$ cat src/rtl/rtc_pkg.sv
package rtc_pkg;
  localparam int WORD_W   = 32;
  localparam int ADDR_LSB = 8;
  localparam int ADDR_W   = WORD_W - 1 - ADDR_LSB;
  localparam int FRAME_W  = 2 * WORD_W;

  localparam logic [ADDR_W-1:0] ADDR_COUNT  = ADDR_W'(24'h200000);
  localparam logic [ADDR_W-1:0] ADDR_SRAM   = ADDR_W'(24'h200001);
  localparam logic [ADDR_W-1:0] ADDR_SNAP   = ADDR_W'(24'h204000);
  localparam logic [ADDR_W-1:0] ADDR_ONTMR  = ADDR_W'(24'h210000);
  localparam logic [ADDR_W-1:0] ADDR_OFFTMR = ADDR_W'(24'h210001);
  localparam logic [ADDR_W-1:0] ADDR_CTRL0  = ADDR_W'(24'h21000c);
  localparam logic [ADDR_W-1:0] ADDR_CTRL1  = ADDR_W'(24'h21000d);

  localparam int PWR_BIT  = 11;
  localparam int BATT_BIT = 9;

  typedef struct packed {
    logic              rdReq;
    logic              wrReq;
    logic [ADDR_W-1:0] addr;
    logic [WORD_W-1:0] wrData;
  } rtcStrobe_t;
endpackage

$ cat src/rtl/rtc_spi_ctrl.sv
module rtc_spi_ctrl
  import rtc_pkg::*;
(
  input  logic              clk,
  input  logic              rstN,
  input  logic              csN,
  input  logic              sck,
  input  logic              mosi,
  input  logic [WORD_W-1:0] rdData,
  output logic              miso,
  output rtcStrobe_t        strobe
);
  localparam int CNT_W = $clog2(FRAME_W + 1);
  localparam logic [CNT_W-1:0] CMD_LAST   = CNT_W'(WORD_W - 1);
  localparam logic [CNT_W-1:0] FRAME_LAST = CNT_W'(FRAME_W - 1);
  localparam logic [CNT_W-1:0] DATA_FIRST = CNT_W'(WORD_W);
  localparam logic [CNT_W-1:0] FRAME_END  = CNT_W'(FRAME_W);

  logic [2:0] sckSync;
  logic [1:0] csSync;
  logic [1:0] mosiSync;
  logic       sckRise, sckFall, csIdle, mosiBit;

  logic [CNT_W-1:0]  bitCnt;
  logic [WORD_W-1:0] inShift;
  logic [WORD_W-1:0] outShift;
  logic [WORD_W-1:0] wordNext;
  logic              cmdWrite;
  logic [ADDR_W-1:0] cmdAddr;

  always_ff @(posedge clk or negedge rstN) begin
    if (!rstN) begin
      sckSync  <= '0;
      csSync   <= '1;
      mosiSync <= '0;
    end else begin
      sckSync  <= {sckSync[1:0], sck};
      csSync   <= {csSync[0], csN};
      mosiSync <= {mosiSync[0], mosi};
    end
  end

  assign sckRise  = sckSync[1] & ~sckSync[2];
  assign sckFall  = ~sckSync[1] & sckSync[2];
  assign csIdle   = csSync[1];
  assign mosiBit  = mosiSync[1];
  assign wordNext = {inShift[WORD_W-2:0], mosiBit};

  always_comb begin
    strobe.rdReq  = !csIdle && sckRise && (bitCnt == CMD_LAST) && !wordNext[WORD_W-1];
    strobe.wrReq  = !csIdle && sckRise && (bitCnt == FRAME_LAST) && cmdWrite;
    strobe.addr   = (bitCnt < DATA_FIRST) ? wordNext[WORD_W-2:ADDR_LSB] : cmdAddr;
    strobe.wrData = wordNext;
  end

  always_ff @(posedge clk or negedge rstN) begin
    if (!rstN) begin
      bitCnt   <= '0;
      inShift  <= '0;
      outShift <= '0;
      cmdWrite <= 1'b0;
      cmdAddr  <= '0;
    end else if (csIdle) begin
      bitCnt   <= '0;
      outShift <= '0;
      cmdWrite <= 1'b0;
    end else if (sckRise && bitCnt < FRAME_END) begin
      inShift <= wordNext;
      bitCnt  <= bitCnt + 1'b1;
      if (bitCnt == CMD_LAST) begin
        cmdWrite <= wordNext[WORD_W-1];
        cmdAddr  <= wordNext[WORD_W-2:ADDR_LSB];
        if (!wordNext[WORD_W-1]) outShift <= rdData;
      end
    end else if (sckFall && bitCnt > DATA_FIRST) begin
      outShift <= {outShift[WORD_W-2:0], 1'b0};
    end
  end

  assign miso = outShift[WORD_W-1];

  // the word loaded on a read request appears on miso at once
  assert_miso_load_R2: assert property (@(posedge clk) disable iff (!rstN)
    strobe.rdReq |=> (csIdle || miso == $past(rdData[WORD_W-1])));

  // an idle chip select clears the phase tracker
  assert_cs_clear_R10: assert property (@(posedge clk) disable iff (!rstN)
    csIdle |=> (bitCnt == '0 && miso == 1'b0));
endmodule

$ cat src/rtl/rtc_regs.sv
module rtc_regs
  import rtc_pkg::*;
#(
  parameter int SRAM_WORDS = 16
) (
  input  logic              clk,
  input  logic              rstN,
  input  logic              tickSec,
  input  logic              pwrUnstable,
  input  logic              battLow,
  input  rtcStrobe_t        strobe,
  output logic [WORD_W-1:0] rdData
);
  localparam int IDX_W = (SRAM_WORDS > 1) ? $clog2(SRAM_WORDS) : 1;
  localparam logic [ADDR_W-1:0] SRAM_LIMIT = ADDR_SRAM + ADDR_W'(SRAM_WORDS);

  logic [WORD_W-1:0] count, snapReg, onTmr, offTmr, ctrl1Reg, ctrl0Word;
  logic [WORD_W-1:0] sram [SRAM_WORDS];
  logic [ADDR_W-1:0] sramOff;
  logic [IDX_W-1:0]  sramIdx;
  logic              sramHit, wrCount;

  assign sramOff = strobe.addr - ADDR_SRAM;
  assign sramIdx = sramOff[IDX_W-1:0];
  assign sramHit = (strobe.addr >= ADDR_SRAM) && (strobe.addr < SRAM_LIMIT);
  assign wrCount = strobe.wrReq && (strobe.addr == ADDR_COUNT);

  always_ff @(posedge clk or negedge rstN) begin
    if (!rstN)        count <= '0;
    else if (wrCount) count <= strobe.wrData;
    else if (tickSec) count <= count + 1'b1;
  end

  always_ff @(posedge clk or negedge rstN) begin
    if (!rstN) begin
      snapReg  <= '0;
      onTmr    <= '0;
      offTmr   <= '0;
      ctrl1Reg <= '0;
    end else if (strobe.wrReq) begin
      if (strobe.addr == ADDR_SNAP)   snapReg  <= strobe.wrData;
      if (strobe.addr == ADDR_ONTMR)  onTmr    <= strobe.wrData;
      if (strobe.addr == ADDR_OFFTMR) offTmr   <= strobe.wrData;
      if (strobe.addr == ADDR_CTRL1)  ctrl1Reg <= strobe.wrData;
    end
  end

  for (genvar gi = 0; gi < SRAM_WORDS; gi++) begin : g_sram
    always_ff @(posedge clk or negedge rstN) begin
      if (!rstN) sram[gi] <= '0;
      else if (strobe.wrReq && sramHit && sramIdx == IDX_W'(gi)) sram[gi] <= strobe.wrData;
    end
  end

  always_comb begin
    ctrl0Word           = '0;
    ctrl0Word[PWR_BIT]  = pwrUnstable;
    ctrl0Word[BATT_BIT] = battLow;
  end

  always_comb begin
    rdData = '0;
    if (sramHit) rdData = sram[sramIdx];
    else begin
      case (strobe.addr)
        ADDR_COUNT:  rdData = count;
        ADDR_SNAP:   rdData = snapReg;
        ADDR_ONTMR:  rdData = onTmr;
        ADDR_OFFTMR: rdData = offTmr;
        ADDR_CTRL0:  rdData = ctrl0Word;
        ADDR_CTRL1:  rdData = ctrl1Reg;
        default:     rdData = '0;
      endcase
    end
  end

  // a tick without a competing load adds exactly one
  assert_tick_step_R5: assert property (@(posedge clk) disable iff (!rstN)
    (tickSec && !wrCount) |=> count == $past(count) + 1'b1);

  // status bits follow the power monitor inputs
  assert_status_bits_R8: assert property (@(posedge clk) disable iff (!rstN)
    (strobe.rdReq && strobe.addr == ADDR_CTRL0) |->
      (rdData[PWR_BIT] == pwrUnstable && rdData[BATT_BIT] == battLow));

  // addresses past the map read as zero
  assert_unmapped_zero_R9: assert property (@(posedge clk) disable iff (!rstN)
    (strobe.rdReq && strobe.addr > ADDR_CTRL1) |-> rdData == '0);

  // writing the status register leaves control register 1 alone
  assert_ro_write_R7: assert property (@(posedge clk) disable iff (!rstN)
    (strobe.wrReq && strobe.addr == ADDR_CTRL0) |=> $stable(ctrl1Reg));
endmodule

$ cat src/rtl/rtc_sram_slave.sv
module rtc_sram_slave
  import rtc_pkg::*;
#(
  parameter int SRAM_WORDS = 16
) (
  input  logic clk,
  input  logic rstN,
  input  logic csN,
  input  logic sck,
  input  logic mosi,
  output logic miso,
  input  logic tickSec,
  input  logic pwrUnstable,
  input  logic battLow
);
  rtcStrobe_t        strobe;
  logic [WORD_W-1:0] rdData;

  rtc_spi_ctrl u_ctrl (
    .clk    (clk),
    .rstN   (rstN),
    .csN    (csN),
    .sck    (sck),
    .mosi   (mosi),
    .rdData (rdData),
    .miso   (miso),
    .strobe (strobe)
  );

  rtc_regs #(.SRAM_WORDS(SRAM_WORDS)) u_regs (
    .clk         (clk),
    .rstN        (rstN),
    .tickSec     (tickSec),
    .pwrUnstable (pwrUnstable),
    .battLow     (battLow),
    .strobe      (strobe),
    .rdData      (rdData)
  );
endmodule

$ cat config.mk
export PLATFORM = sky130hd
export DESIGN_NAME = rtc_sram_slave
export DESIGN_NICKNAME = d
export VERILOG_FILES = /design/src/rtl/rtc_pkg.sv /design/src/rtl/rtc_spi_ctrl.sv /design/src/rtl/rtc_regs.sv /design/src/rtl/rtc_sram_slave.sv
export SDC_FILE = /design/constraint.sdc
export NUM_CORES = 1
export LEC_CHECK = 0
export ABC_AREA = 1
export CAP_MARGIN = 0
export CELL_PAD_IN_SITES_DETAIL_PLACEMENT = 0
export CELL_PAD_IN_SITES_GLOBAL_PLACEMENT = 2
export CORE_MARGIN = 1.5
export CORE_UTILIZATION = 34
export DETAILED_ROUTE_END_ITERATION = 10
export MAX_ROUTING_LAYER = met4
export PLACE_DENSITY_LB_ADDON = 0.1
export SETUP_SLACK_MARGIN = 0.4
export SLEW_MARGIN = 20
export SYNTH_ARGS = -nofsm -noshare
export SYNTH_HDL_FRONTEND = slang
export SYNTH_HIERARCHICAL = 1
export SYNTH_SLANG_ARGS = --single-unit
$ cat constraint.sdc
create_clock -name clk -period 4.3 [get_ports clk]
set_input_delay 0.645 -clock clk [delete_from_list [all_inputs] [get_ports clk]]
set_output_delay 0.645 -clock clk [all_outputs]
set_load 0.005 [all_outputs]
==> flow_summary.toml <==
[power]
powerDensity_nw_per_um2 = 399
p_sw_frac = 0.317
p_leak_uw = 0.0272
switchingPower_uw = 6100
p_clk_frac = 0.443
post-layout-total-power_uw = 19300
vdd_drop_max_uv = 302
intPower_uw = 13200
pwr-share-seq = 0.388
p_comb_frac = 0.169

[hold_path]
holdPathEnd = "u_ctrl/csSync[0]$_DFF_PN1_"
min-delay-start = "csN"
hold_class = "primary input to flop"
holdPathStages = 1

[timing]
rsz0062_at_grt = "no"
setup_viol = 0
worst_slew_pin_slew_ps = 1170
max_freq_ghz = 0.271
hold_viol_final = 0
drv_slew = 0
period_share = 0.859
fin_setup_tns_ps = 0
skew_ps = 23.9
period_needed_ps = 3700
setup_ws_ps = 605
slew_headroom = 0.221

[placement]
routabilityCongestion = 0.850
pre_cts_ws_ps = 288
io_buffers = 8
dp_hpwl_mm = 106

[cts]
numCtsBuffers = 99
clkLatencyLatePin_ps = 720
root_buffer = "clkbuf_16"
clock_sinks = 773
cts_tree = "done"
clkTransAtPathRegs_ps = 60
clockBufferDepth = 3
htreeDepth = 3

[route]
ant_nets = 0
route.detailed.wl_per_inst_um = 22.7
first_iter_violations = 3512
first_pass_iters = 9
routed_via_density = 5.07
wirelength_mm = 173
route.detailed.drc = 2
num_vias = 38600

[critical_path]
cp_data_arrival_time_ps = 4300
crit_required_ps = 4900
path_class = "flop to flop"
crit_path_end_kind = "flop"
timing.rr.end = "u_ctrl/outShift[5]$_DFFE_PN0P_"
path_max_fanout = 70
setup.worst_path.start_class = "flop"
r2r_setup_slack_ps = 600
rr_startpoint = "u_ctrl/bitCnt[6]$_DFFE_PN0P_"
rr_worst_depth = 18

[synth]
synthCells = 6055
synth_area_um2 = 42500
avgSynthCellArea_um2 = 7.02
yosysWarnings = 6
syn-num-nets = 6071

[run]
drv_cap = 0

[global_routing]
grt_first_pass_wirelength_mm = 258
grt_usage = 0.279
grtUsageMet3 = 0.0306
overflow = 0
grt_pass1_vias = 36900
met2_usage = 0.423
grt_max_degree = 134
antenna_found_initial = 2
grt.busiest_layer = "met2"
use_met1 = 0.397

[final_layout]
fin_util = 0.390
synthToLayoutAreaGrowth_pct = 13.6
final_cell_mix = "nand2_1 (1809), inv_1 (1126), dfrtp_1 (771)"
drive_gt1_frac = 0.0734
register_area_um2 = 19300
final_common_cell = "nand2_1"
layout.nets = 5911
multiInputGateArea_um2 = 17200
nFillCells = 13200

[floorplan]
die_h_um = 357
core-area_um2 = 124000
num_rows = 129
boundaryPins = 9
die-area_um2 = 127000
die_w_um = 357
start_util = 0.343

[run_status]
violations = "DRC"
status = "finished with violations"
==> how the worst max path moves through the flow <==
| stage | from | to | slack, ps |
|---|---|---|---|
| final | u_ctrl/bitCnt[6]$_DFFE_PN0P_ | u_ctrl/outShift[5]$_DFFE_PN0P_ | 600 |
| after global routing | u_ctrl/bitCnt[6]$_DFFE_PN0P_ | u_ctrl/outShift[19]$_DFFE_PN0P_ | 390 |
| after CTS | u_ctrl/bitCnt[6]$_DFFE_PN0P_ | u_ctrl/outShift[1]$_DFFE_PN0P_ | 400 |
| after detailed placement | u_ctrl/bitCnt[6]$_DFFE_PN0P_ | u_regs/sram[396]$_DFFE_PN0P_ | 290 |
| after global placement | u_ctrl/bitCnt[6]$_DFFE_PN0P_ | u_ctrl/outShift[5]$_DFFE_PN0P_ | 380 |
| after floorplan | u_ctrl/bitCnt[6]$_DFFE_PN0P_ | u_ctrl/outShift[29]$_DFFE_PN0P_ | 410 |
==> sequential cells by signal (all words and copies together) (netlist names) <==
register	cells
u_regs/sram	512
u_regs/count	32
u_ctrl/bitCnt	7
u_ctrl/cmdWrite	1
u_ctrl/outShift	32
u_regs/onTmr	32
u_ctrl/sckSync	3
u_regs/offTmr	32
u_regs/snapReg	32
u_ctrl/cmdAddr	23
u_ctrl/mosiSync	2
u_ctrl/inShift	31
u_regs/ctrl1Reg	32
u_ctrl/csSync	2
==> power by group through the flow <==
stage / logic (µW) / clock network [µW] / registers, µW
finish: 3260 / 8520 / 7470
global route: 3480 / 9050 / 7480
CTS: 3250 / 8750 / 7470
floorplan: 1540 / 0 / 7560
global placement: 3250 / 0 / 7600
detailed placement: 3240 / 0 / 7600
==> layer usage <==
layer,wire [µm],vias up
met4,4130,0
met1,83100,18900
met5,0,-
met2,78100,899
met3,7550,197
li1,-,18700
==> area by class of cell <==
| class | instances | share of cell area |
|---|---|---|
| inverter | 1142 | 0.0891 |
| sequential | 773 | 0.401 |
| clock buffer | 155 | 0.0615 |
| timing repair buffer | 212 | 0.0445 |
| clock inverter | 31 | 0.00648 |
| multi-input combinational | 3667 | 0.355 |
| antenna | 1 | 0.0000518 |
| tap | 1637 | 0.0424 |
==> stage by stage <==
stage / hold slack, ps / cell area [µm²] / cells
floorplan: 331 / 42500 / 6055
global placement: 343 / 44900 / 7425
detailed placement: 341 / 44900 / 7425
CTS: 287 / 48200 / 7612
global route: 313 / 48300 / 7617
finish: 341 / 48300 / 7618
==> worst max-delay path, stage by stage, from the launching register on <==
cell and delay [ps]:
dfrtp_1 440, nor2_4 220, inv_4 160, o21ai_1 310, inv_1 160, ha_4 360
buf_12 390, buf_4 350, a21oi_1 60, o21ai_0 100, a21oi_1 100, nor2_1 300
nand2_1 140, nand2_1 80, nand2_1 50, nand4_1 90, nand2_1 60, nand3_1 80
nand2_1 70
==> repair_timing <==
item | in CTS | in global routing
hold endpoints to repair | 55 | 0
pin swaps | 0 | 1
gates cloned | 0 | 1
resized for setup | 3 | 12
endpoints found under the setup margin | 63 | 428
hold buffers | 1 | 0
setup buffers | 0 | 4
Note: power is estimated with default switching activity, not from simulation.
